$ cat config.mk
export PLATFORM = sky130hd
export DESIGN_NAME = ofb_stream_sequencer
export DESIGN_NICKNAME = d
export VERILOG_FILES = /design/src/rtl/ofb_pkg.sv /design/src/rtl/ofb_word_pack.sv /design/src/rtl/ofb_ks_engine.sv /design/src/rtl/ofb_word_unpack.sv /design/src/rtl/ofb_dma_pulse.sv /design/src/rtl/ofb_stream_sequencer.sv
export SDC_FILE = /design/constraint.sdc
export NUM_CORES = 1
export LEC_CHECK = 0
export BUFFER_PORTS_ARGS = -buffer_cell sky130_fd_sc_hd__buf_2
export CAP_MARGIN = 20
export CELL_PAD_IN_SITES_DETAIL_PLACEMENT = 2
export CELL_PAD_IN_SITES_GLOBAL_PLACEMENT = 2
export CORE_ASPECT_RATIO = 1.25
export CORE_MARGIN = 3
export CORE_UTILIZATION = 40
export DETAILED_ROUTE_END_ITERATION = 10
export GPL_TIMING_DRIVEN = 0
export PLACE_DENSITY = 0.86
export SLEW_MARGIN = 40
export SYNTH_ARGS = -nofsm -noshare
export SYNTH_HDL_FRONTEND = slang
export SYNTH_SLANG_ARGS = --single-unit
$ cat constraint.sdc
create_clock -name clk -period 3.65 [get_ports clk]
set_input_delay 0.1825 -clock clk [delete_from_list [all_inputs] [get_ports clk]]
set_output_delay 0.1825 -clock clk [all_outputs]
set_load 0.05 [all_outputs]
$ cat src/rtl/ofb_pkg.sv
package ofb_pkg;
  typedef enum logic [1:0] {
    IRQ_IDLE    = 2'd0,
    IRQ_OUT_RDY = 2'd1,
    IRQ_IN_RDY  = 2'd2
  } irq_code_e;
endpackage

$ cat src/rtl/ofb_word_pack.sv
module ofb_word_pack #(
  parameter int WORD_W = 32,
  parameter int WORDS  = 4,
  localparam int BLK_W = WORD_W * WORDS
) (
  input  logic              clk,
  input  logic              rst_n,
  input  logic              flush,
  input  logic              wr_valid,
  input  logic [WORD_W-1:0] wr_data,
  input  logic              take,
  output logic              ready,
  output logic              full,
  output logic [BLK_W-1:0]  block
);
  localparam int CNT_W = $clog2(WORDS + 1);
  localparam int IDX_W = (WORDS > 1) ? $clog2(WORDS) : 1;

  logic [CNT_W-1:0]             cnt_q;
  logic [WORDS-1:0][WORD_W-1:0] lane_q;
  logic                         wr_fire;

  assign full    = (cnt_q == CNT_W'(WORDS));
  assign ready   = !full;
  assign wr_fire = wr_valid && ready && !flush;
  assign block   = lane_q;

  // lane 0 is filled first and sits in the least significant bits
  always_ff @(posedge clk or negedge rst_n) begin
    if (!rst_n) begin
      cnt_q  <= '0;
      lane_q <= '0;
    end else if (flush || take) begin
      cnt_q <= '0;
    end else if (wr_fire) begin
      lane_q[cnt_q[IDX_W-1:0]] <= wr_data;
      cnt_q                    <= cnt_q + 1'b1;
    end
  end

  AST_TAKE_ONLY_FULL: assert property (@(posedge clk) disable iff (!rst_n)
    take |-> full);
  AST_FULL_STALLS: assert property (@(posedge clk) disable iff (!rst_n)
    full && !take && !flush |=> full && !ready);
endmodule

$ cat src/rtl/ofb_ks_engine.sv
module ofb_ks_engine #(
  parameter int BLK_W = 128
) (
  input  logic             clk,
  input  logic             rst_n,
  input  logic             load,
  input  logic [BLK_W-1:0] load_val,
  input  logic             consume,
  output logic             ks_valid,
  output logic [BLK_W-1:0] ks_data,
  output logic             ck_req,
  output logic [BLK_W-1:0] ck_data,
  input  logic             ck_done,
  input  logic [BLK_W-1:0] ck_result
);
  logic [BLK_W-1:0] fb_q, cur_q, nxt_q, req_data_q;
  logic             cur_v, nxt_v, req_q, drop_q;
  logic             done_ok, start;

  // a result is kept only if no reload happened while it was in flight
  assign done_ok  = ck_done && req_q && !drop_q;
  // fetch ahead until both keystream slots are spoken for
  assign start    = !req_q && !nxt_v && !load;
  assign ck_req   = req_q;
  assign ck_data  = req_data_q;
  assign ks_valid = cur_v;
  assign ks_data  = cur_q;

  always_ff @(posedge clk or negedge rst_n) begin
    if (!rst_n) begin
      fb_q       <= '0;
      cur_q      <= '0;
      nxt_q      <= '0;
      req_data_q <= '0;
      cur_v      <= 1'b0;
      nxt_v      <= 1'b0;
      req_q      <= 1'b0;
      drop_q     <= 1'b0;
    end else begin
      if (req_q && ck_done) begin
        req_q  <= 1'b0;
        drop_q <= 1'b0;
      end else if (start) begin
        req_q      <= 1'b1;
        req_data_q <= fb_q;
      end

      if (load) begin
        fb_q  <= load_val;
        cur_v <= 1'b0;
        nxt_v <= 1'b0;
        if (req_q && !ck_done) drop_q <= 1'b1;
      end else begin
        if (done_ok) fb_q <= ck_result;
        if (consume) begin
          if (nxt_v) begin
            cur_q <= nxt_q;
            nxt_v <= 1'b0;
          end else if (done_ok) begin
            cur_q <= ck_result;
          end else begin
            cur_v <= 1'b0;
          end
        end else if (done_ok) begin
          if (!cur_v) begin
            cur_q <= ck_result;
            cur_v <= 1'b1;
          end else begin
            nxt_q <= ck_result;
            nxt_v <= 1'b1;
          end
        end
      end
    end
  end

  AST_REQ_STABLE: assert property (@(posedge clk) disable iff (!rst_n)
    req_q && !ck_done |=> req_q && $stable(req_data_q));
  AST_CONSUME_HAS_KS: assert property (@(posedge clk) disable iff (!rst_n)
    consume |-> cur_v);
  AST_NO_SLOT_OVERRUN: assert property (@(posedge clk) disable iff (!rst_n)
    done_ok |-> !(cur_v && nxt_v));
endmodule

$ cat src/rtl/ofb_word_unpack.sv
module ofb_word_unpack #(
  parameter int WORD_W = 32,
  parameter int WORDS  = 4,
  localparam int BLK_W = WORD_W * WORDS
) (
  input  logic              clk,
  input  logic              rst_n,
  input  logic              flush,
  input  logic              load,
  input  logic [BLK_W-1:0]  load_blk,
  input  logic              rd,
  output logic              full,
  output logic [WORD_W-1:0] rd_data
);
  localparam int IDX_W = (WORDS > 1) ? $clog2(WORDS) : 1;
  localparam logic [IDX_W-1:0] LAST = IDX_W'(WORDS - 1);

  logic [WORDS-1:0][WORD_W-1:0] buf_q;
  logic [IDX_W-1:0]             idx_q;
  logic                         full_q;

  assign full    = full_q;
  assign rd_data = buf_q[idx_q];

  always_ff @(posedge clk or negedge rst_n) begin
    if (!rst_n) begin
      buf_q  <= '0;
      idx_q  <= '0;
      full_q <= 1'b0;
    end else if (flush) begin
      idx_q  <= '0;
      full_q <= 1'b0;
    end else if (load) begin
      buf_q  <= load_blk;
      idx_q  <= '0;
      full_q <= 1'b1;
    end else if (full_q && rd) begin
      if (idx_q == LAST) begin
        idx_q  <= '0;
        full_q <= 1'b0;
      end else begin
        idx_q <= idx_q + 1'b1;
      end
    end
  end

  AST_LOAD_EMPTY: assert property (@(posedge clk) disable iff (!rst_n)
    load |-> !full_q);
  AST_LAST_READ_CLEARS: assert property (@(posedge clk) disable iff (!rst_n)
    full_q && rd && (idx_q == LAST) && !flush |=> !full_q);
  AST_OUT_HOLD: assert property (@(posedge clk) disable iff (!rst_n)
    full_q && !rd && !flush |=> full_q && $stable(rd_data));
endmodule

$ cat src/rtl/ofb_dma_pulse.sv
module ofb_dma_pulse (
  input  logic clk,
  input  logic rst_n,
  input  logic flush,
  input  logic want,
  input  logic moved,
  output logic trig
);
  logic pend_q;

  // one request outstanding per side; a moved word re-arms it
  assign trig = want && !pend_q;

  always_ff @(posedge clk or negedge rst_n) begin
    if (!rst_n)      pend_q <= 1'b0;
    else if (flush)  pend_q <= 1'b0;
    else if (moved)  pend_q <= 1'b0;
    else if (trig)   pend_q <= 1'b1;
  end

  AST_TRIG_SINGLE: assert property (@(posedge clk) disable iff (!rst_n)
    trig && !moved && !flush |=> !trig);
endmodule

$ cat src/rtl/ofb_stream_sequencer.sv
module ofb_stream_sequencer #(
  parameter int WORD_W = 32,
  parameter int WORDS  = 4,
  localparam int BLK_W = WORD_W * WORDS
) (
  input  logic              clk,
  input  logic              rst_n,
  input  logic              restart,
  input  logic              iv_load,
  input  logic [BLK_W-1:0]  iv_value,
  input  logic              in_valid,
  output logic              in_ready,
  input  logic [WORD_W-1:0] in_data,
  output logic              out_valid,
  input  logic              out_ready,
  output logic [WORD_W-1:0] out_data,
  output logic              ck_req,
  output logic [BLK_W-1:0]  ck_data,
  input  logic              ck_done,
  input  logic [BLK_W-1:0]  ck_result,
  output logic [1:0]        irq_idx,
  output logic              dma_in_trig,
  output logic              dma_out_trig,
  output logic              proto_err
);
  import ofb_pkg::*;

  logic [BLK_W-1:0] iv_q, load_val, in_blk, ks_blk;
  logic             flush, in_full, ks_valid, fire, err_q;
  logic             in_fire, out_fire;
  irq_code_e        irq_c;

  assign flush    = restart || iv_load;
  assign load_val = iv_load ? iv_value : iv_q;
  assign fire     = in_full && ks_valid && !out_valid && !flush;
  assign in_fire  = in_valid && in_ready;
  assign out_fire = out_ready && out_valid;

  always_ff @(posedge clk or negedge rst_n) begin
    if (!rst_n)       iv_q <= '0;
    else if (iv_load) iv_q <= iv_value;
  end

  ofb_word_pack #(.WORD_W(WORD_W), .WORDS(WORDS)) u_pack (
    .clk(clk), .rst_n(rst_n), .flush(flush),
    .wr_valid(in_valid), .wr_data(in_data), .take(fire),
    .ready(in_ready), .full(in_full), .block(in_blk)
  );

  ofb_ks_engine #(.BLK_W(BLK_W)) u_ks (
    .clk(clk), .rst_n(rst_n), .load(flush), .load_val(load_val),
    .consume(fire), .ks_valid(ks_valid), .ks_data(ks_blk),
    .ck_req(ck_req), .ck_data(ck_data),
    .ck_done(ck_done), .ck_result(ck_result)
  );

  ofb_word_unpack #(.WORD_W(WORD_W), .WORDS(WORDS)) u_unpack (
    .clk(clk), .rst_n(rst_n), .flush(flush),
    .load(fire), .load_blk(in_blk ^ ks_blk), .rd(out_ready),
    .full(out_valid), .rd_data(out_data)
  );

  for (genvar s = 0; s < 2; s++) begin : g_trig
    if (s == 0) begin : g_in
      ofb_dma_pulse u_pulse (
        .clk(clk), .rst_n(rst_n), .flush(flush),
        .want(in_ready), .moved(in_fire), .trig(dma_in_trig)
      );
    end else begin : g_out
      ofb_dma_pulse u_pulse (
        .clk(clk), .rst_n(rst_n), .flush(flush),
        .want(out_valid), .moved(out_fire), .trig(dma_out_trig)
      );
    end
  end

  always_ff @(posedge clk or negedge rst_n) begin
    if (!rst_n) err_q <= 1'b0;
    else if ((in_valid && !in_ready) || (out_ready && !out_valid)) err_q <= 1'b1;
  end
  assign proto_err = err_q;

  always_comb begin
    if (out_valid)     irq_c = IRQ_OUT_RDY;
    else if (in_ready) irq_c = IRQ_IN_RDY;
    else               irq_c = IRQ_IDLE;
  end
  assign irq_idx = irq_c;

  AST_ERR_STICKY: assert property (@(posedge clk) disable iff (!rst_n)
    proto_err |=> proto_err);
  AST_FLUSH_CLEARS: assert property (@(posedge clk) disable iff (!rst_n)
    flush |=> !out_valid && in_ready);
  AST_TRIG_SIDES: assert property (@(posedge clk) disable iff (!rst_n)
    (dma_in_trig |-> in_ready) and (dma_out_trig |-> out_valid));
endmodule

## Word-level counts from Yosys, hierarchy flattened

Cells that the tools add are included.

- Output and inout port bits: 168
- Register bits: 909
- Logic and storage cells: 129
- Bits of input ports: 295

- Add/subtract/negate cells: 2
- $lt $le $gt $ge: 3
- Reductions and logical operators: 47
- Bitwise logic cells: 5
- Eq/ne operators: 5
- Muxes and demuxes: 44

Operators by type and width:

| operator | count |
|---|---|
| 128-bit 2-to-1 mux | 7 |
| 128-bit bitwise mux | 1 |
| 128-bit bitwise XOR | 1 |
| 32-bit binary-select mux with 2-bit select | 1 |
| 32-bit demux with 2-bit select | 1 |
| 32-bit 2-to-1 mux | 2 |
| 1-bit 2-to-1 mux | 24 |
| 3-bit nonzero test | 6 |
| 1-bit logical AND | 16 |
| 2-bit 2-to-1 mux | 6 |
| 2-bit AND reduction | 5 |
| 2-bit nonzero test | 5 |
| 1-bit zero test | 9 |
| 4-bit AND reduction | 2 |
| 2-bit by 3-bit < comparator with 1-bit output (second input constant) | 2 |
| 3-bit 2-to-1 mux | 2 |
| 3-bit by 2-bit != test with 1-bit output (second input constant) | 2 |
| 1-bit inverter | 4 |
| 3-bit by 1-bit adder with 3-bit output (second input constant) | 1 |
| 3-bit == test (second input constant) | 1 |
| 1-bit logical OR | 3 |
| 3-bit AND reduction | 1 |
| 2-bit by 1-bit adder with 2-bit output (second input constant) | 1 |
| 2-bit == test (second input constant) | 1 |
| 2 further kinds | 2 |

## Longest topological paths before layout

- Depth after elaboration: 7
- Gate-level depth with buffers: 11
- Depth with buffers taken out: 6

## Modules after synthesis

Synthesis repeated with hierarchy kept, for this count alone.

- Cells, all modules: 2562
- Area, all modules: 38515.7 um^2

By module, submodules not included:

| module | cells each | sequential area each (um^2) | instances | area each (um^2) |
|---|---|---|---|---|
| ofb_ks_engine | 1527 | 12912.4 | 1 | 21674.5 |
| ofb_stream_sequencer | 409 | 3228.1 | 1 | 5998.3 |
| ofb_word_unpack | 324 | 3278.1 | 1 | 5784.3 |
| ofb_word_pack | 294 | 3278.1 | 1 | 4968.5 |
| ofb_dma_pulse | 4 | 25.0 | 2 | 45.0 |

## Worst setup path before layout

Ideal clock, no wire load.

- Kind: register to register
- From: reg u_pack.cnt_q[0]
- To: reg u_ks.nxt_q[118]
- Setup time: 125 ps
- Buffers on the path: 3
- Clock period less this slack: 2182 ps
- Path slack: 1468 ps
- Arrival time: 2057 ps
- Stages on the path, launching flop included: 10
- Data required time: 3525 ps
- Cell sequence: dfrtp_1 > inv_1 > ha_1 > buf_2 > and4b_2 > nor2_1 > and3_1 > buf_2 > buf_4 > mux2_2

- Cells in the longest elaborated chain, start to end: 6

Ends and longest elaborated chain:

| what | RTL line | source |
|---|---|---|
| start: declaration | ofb_word_pack.sv:19 | `logic [CNT_W-1:0] cnt_q;` |
| start signal: assignment | ofb_word_pack.sv:37 | `cnt_q <= cnt_q + 1'b1;` |
| 3-bit == test | ofb_word_pack.sv:23 | `assign full = (cnt_q == CNT_W'(WORDS));` |
| 1-bit logical AND (3 in a row) | ofb_stream_sequencer.sv:35 | `assign fire = in_full && ks_valid && !out_valid && !flush;` |
| 1-bit inverter (no line) | -- |  |
| 4-bit AND reduction (no line) | -- |  |
| end signal: assignment | ofb_ks_engine.sv:69 | `nxt_q <= ck_result;` |
| end: declaration | ofb_ks_engine.sv:16 | `logic [BLK_W-1:0] fb_q, cur_q, nxt_q, req_data_q;` |

No other way between the ends.
A chain may end at the register's enable or synchronous reset.

## Worst setup path after layout

- From: reg u_unpack.idx_q[1]
- To: out out_data[1]

- Cells in the longest elaborated chain, start to end: 2

Ends and longest elaborated chain:

| what | RTL line | source |
|---|---|---|
| start: declaration | ofb_word_unpack.sv:19 | `logic [IDX_W-1:0] idx_q;` |
| start signal: assignment | ofb_word_unpack.sv:42 | `idx_q <= idx_q + 1'b1;` |
| 32-bit binary-select mux with 2-bit select | ofb_word_unpack.sv:23 | `assign rd_data = buf_q[idx_q];` |
| 32-bit 2-to-1 mux (implied by the code) | ofb_word_unpack.sv:23 |  |
| end: declaration | ofb_stream_sequencer.sv:16 | `output logic [WORD_W-1:0] out_data,` |

No other way between the ends. The select of a mux whose other input is x is not followed.

==> key figures <==
Outcome
  • Run status: complete, no violations

Logic synthesis
  • Yosys reg bits: approximately 910
  • Syn Nets: 3,147
  • Synthesized instance count: 2,847
  • Most frequent cell after synthesis: dfrtp_1
  • Post-synth EDFFs: 0
  • Synth warnings: 0
  • Area of the mapped netlist: roughly 0.038 sq mm
  • Sequential share of the synthesized area: about three fifths
  • Synth Flop Type: dfrtp_1
  • Library cells used by synthesis: 34
  • Largest cells by area after synthesis: dfrtp_1, mux2_2, mux2_4
  • Synth async-reset ratio: 100%
  • Area fraction of the dominant cell type after synthesis: 59.2%
  • Mapped Avg Cell Area: 13.5 sq um
  • Dominant cell type by area after synthesis: dfrtp_1
  • Leading cell types by count after synthesis: dfrtp_1, mux2_2, nand2_1, nor2_1, o21ai_0

Clock network
  • Skew-Pair Late Insertion Delay: between 600 and 700 ps
  • Post-CTS Setup Repair Bufs: 0
  • CTS Buffer Depth: 3
  • TritonCTS Buffers: 95
  • Reg clk slew, reported paths: roughly 60 ps
  • Root buffer cell: clkbuf_16
  • TritonCTS clock tree: done
  • Depth of the CTS H-tree: 3
  • CTS sink cnt: between 900 and 1k

Routing
  • TritonRoute pass-1 iters: 5
  • Number of vias per cell: 5.79
  • Drt total wl: 180,000 um
  • DR iter-0 viols: 2,504
  • Wirelength per Cell: around 35 um
  • Post-DRT Antenna Nets: 0
  • Post-route DRC: 0
  • Vias: around 30k

Global routing
  • GRT Residual Overflow: 0
  • Initial antenna violation count: 23
  • Vias in the first global route: between 30k and 40k
  • First-pass GRT wire length: 258,000 um
  • Pin count of the biggest net entering global routing: around 100
  • GRT Util Overall: between 30% and 40%

Floorplanning
  • Initial Utilization: about two fifths
  • Rows: ~130
  • Die Area: about 0.1 sq mm
  • Chip Height: 352 um
  • Die width: about 280 um
  • Core ar.: 0.0947 sq mm
  • Num ports: 463

Timing
  • Min Tclk post-route: between 3000 and 4000 ps
  • Fmax: 296 MHz
  • Slew Viols, Final: 0
  • RSZ-0062 raised after global routing: no
  • Clock skew: about 33 ps
  • # setup viols final: 0
  • TNS Setup: 0 ps
  • Actual transition at the worst max-transition pin: 980 ps
  • Final Hold Viols: 0
  • Worst setup margin: 268 ps
  • Relative slew slack: approximately 35%
  • Tcrit/Tclk final: 92.6%

Power and ir drop
  • Internal power: around 0.02 W
  • Reg power frac: 44.1%
  • PwrDens: 610 mW/mm^2
  • Power share of the clock group: roughly a third
  • Comb power frac: a little over a fifth
  • NetSw: approximately 0.010 W
  • Sw frac: about 34%
  • Static leakage: roughly 23 nW
  • Max VDD drop: 0.000417 V
  • Tot Pwr: around 0.03 W

Critical path
  • Slowest-stage cell, CP: clkbuf_1
  • Max stage delay on crit path: between 700 and 800 ps
  • Worst Path Required: about 3500 ps
  • Crit path arrival time: between 3000 and 4000 ps
  • Critical Path Sink Type: primary output
  • Most used cell, CP: clkbuf_1
  • Critical path startpoint category: register
  • Crit-path max FO: 10
  • CP Cell Sequence: clkbuf_1 > clkbuf_1 > mux4_2 > buf_2
  • Crit Path Class: reg -> out

Place
  • I/O Buffers: about 460
  • Placed insts: ~4.6k
  • Worst slack, placed: about 690 ps
  • Detail Placement HPWL: between 100,000 and 150,000 um
  • Final Wtd Congestion: slightly above 0.8

Finish
  • Final cell count without fillers: approximately 5.1k
  • Layout net count: 4,021
  • Layout cells sized above 1: 40.5%
  • P&R area growth vs syn: 27.5%

Hold path
  • Worst hold path type: in -> reg

Flow run
  • Max_cap viols: 0
routing by layer:
layer / share of wire [%] / vias up / global-route usage [%]
met4: 7.9 / 8 / 23.2
met5: 0.031 / - / 0
met2: 50 / 1577 / 61.6
met1: 36 / 15621 / 39.5
met3: 6.2 / 686 / 6.50
li1: - / 11606 / -
flip-flops by register name, summed over array words and instances (netlist names), named ones only:
register	count
u_unpack.buf_q	128
u_ks.fb_q	128
u_ks.ks_data	128
u_unpack.idx_q	2
u_ks.ck_data	128
u_pack.cnt_q	3
iv_q	128
g_trig.g_out.u_pulse.pend_q	1
g_trig.g_in.u_pulse.pend_q	1
u_unpack.full	1
u_ks.ck_req	1
u_pack.block	128
u_ks.nxt_q	128
proto_err	1
u_ks.ks_valid	1
u_ks.nxt_v	1
worst max-delay path: cells and delay by family, from the launching register on:
| kind | cells | cell delay (ps) |
|---|---|---|
| multiplexers | 1 | 450 |
| buffers and inverters | 3 | 1670 |
| flip-flops | 1 | 370 |
stage by stage:
step / hold slack (ps) / util [%] / instance area (sq um)
2_1_floorplan: -113 / - / 38400
3_3_place_gp: 400 / 44.7 / 42300
3_5_place_dp: 88.6 / 45.1 / 42800
4_1_cts: 39.1 / 51.6 / 48900
5_1_grt: 99.6 / 51.7 / 48900
6_report: 125 / 51.7 / 48900
power groups by stage:
stage / registers, W / logic, W / clock network (W)
2_1_floorplan: 0.0139 / 0.00223 / 0
3_3_place_gp: 0.0129 / 0.00511 / 0
3_5_place_dp: 0.0130 / 0.00548 / 0
4_1_cts: 0.0129 / 0.00595 / 0.0103
5_1_grt: 0.0132 / 0.00651 / 0.0109
6_report: 0.0132 / 0.00624 / 0.0105
cells in the final DEF (no fill, tap or decap), types with 4 or more instances in the layout:
master / Yosys / layout
dfrtp_1: 909 / 909
mux2_2: 648 / 648
buf_2: 44 / 505
nand2_1: 395 / 395
dlygate4sd3_1: 0 / 298
nor2_1: 140 / 140
o21ai_0: 131 / 131
a31oi_1: 128 / 128
xnor2_1: 128 / 128
mux2_4: 120 / 120
clkbuf_16: 0 / 96
clkbuf_1: 76 / 85
buf_4: 37 / 38
mux4_2: 32 / 32
clkbuf_8: 0 / 25
diode_2: 0 / 20
buf_16: 0 / 15
buf_6: 14 / 14
clkinv_2: 0 / 13
a21oi_1: 9 / 9
clkbuf_2: 0 / 8
buf_1: 7 / 7
bufinv_16: 0 / 6
ha_1: 5 / 5
inv_6: 0 / 4
cell type report:
| class | instances | area [sq um] |
|---|---|---|
| buffer | 178 | 977 |
| sequential | 909 | 22700 |
| clock inverter | 29 | 338 |
| multi-input combinational | 1757 | 14700 |
| tap | 1280 | 1600 |
| inverter | 3 | 11.3 |
| fill | 8810 | 45800 |
| timing repair buffer | 777 | 5750 |
| clock buffer | 138 | 2810 |
| antenna | 20 | 50.0 |
logic make-up (layout without fill, tap and decap cells):
| group | after synthesis | in the layout | synth area share (%) |
|---|---|---|---|
| other cells | 0 | 20 | 0 |
| flops | 909 | 909 | 59.2 |
| buf+inv | 181 | 1125 | 2.55 |
| xor+xnor | 129 | 129 | 2.94 |
| compound gates | 275 | 275 | 4.06 |
| simple gates | 548 | 548 | 5.46 |
| fa+ha+maj | 5 | 5 | 0.163 |
| mux | 800 | 800 | 25.6 |
what timing repair did:
action,4_1_cts,5_1_grt
hold buffers,298,0
gates resized for setup,0,0
endpoints found under the setup margin,0,0
endpoints found under the hold margin,1000,0
worst paths after layout:
check                                        from                   to  slack, ps  depth (start not counted)
worst max-delay path            u_unpack.idx_q[1]          out_data[1]        270                          4
worst min-delay path                      iv_load           u_ks.nxt_v        130                          4
worst max register to register    u_pack.cnt_q[0]  u_unpack.buf_q[105]        330                         11
worst min register to register           iv_q[13]             iv_q[13]        490                          1
max in group asynchronous                   rst_n            iv_q[109]        520                          8
min in group asynchronous                   rst_n     u_ks.ks_data[51]        520                          3
Power figures use the tool's default switching activity.
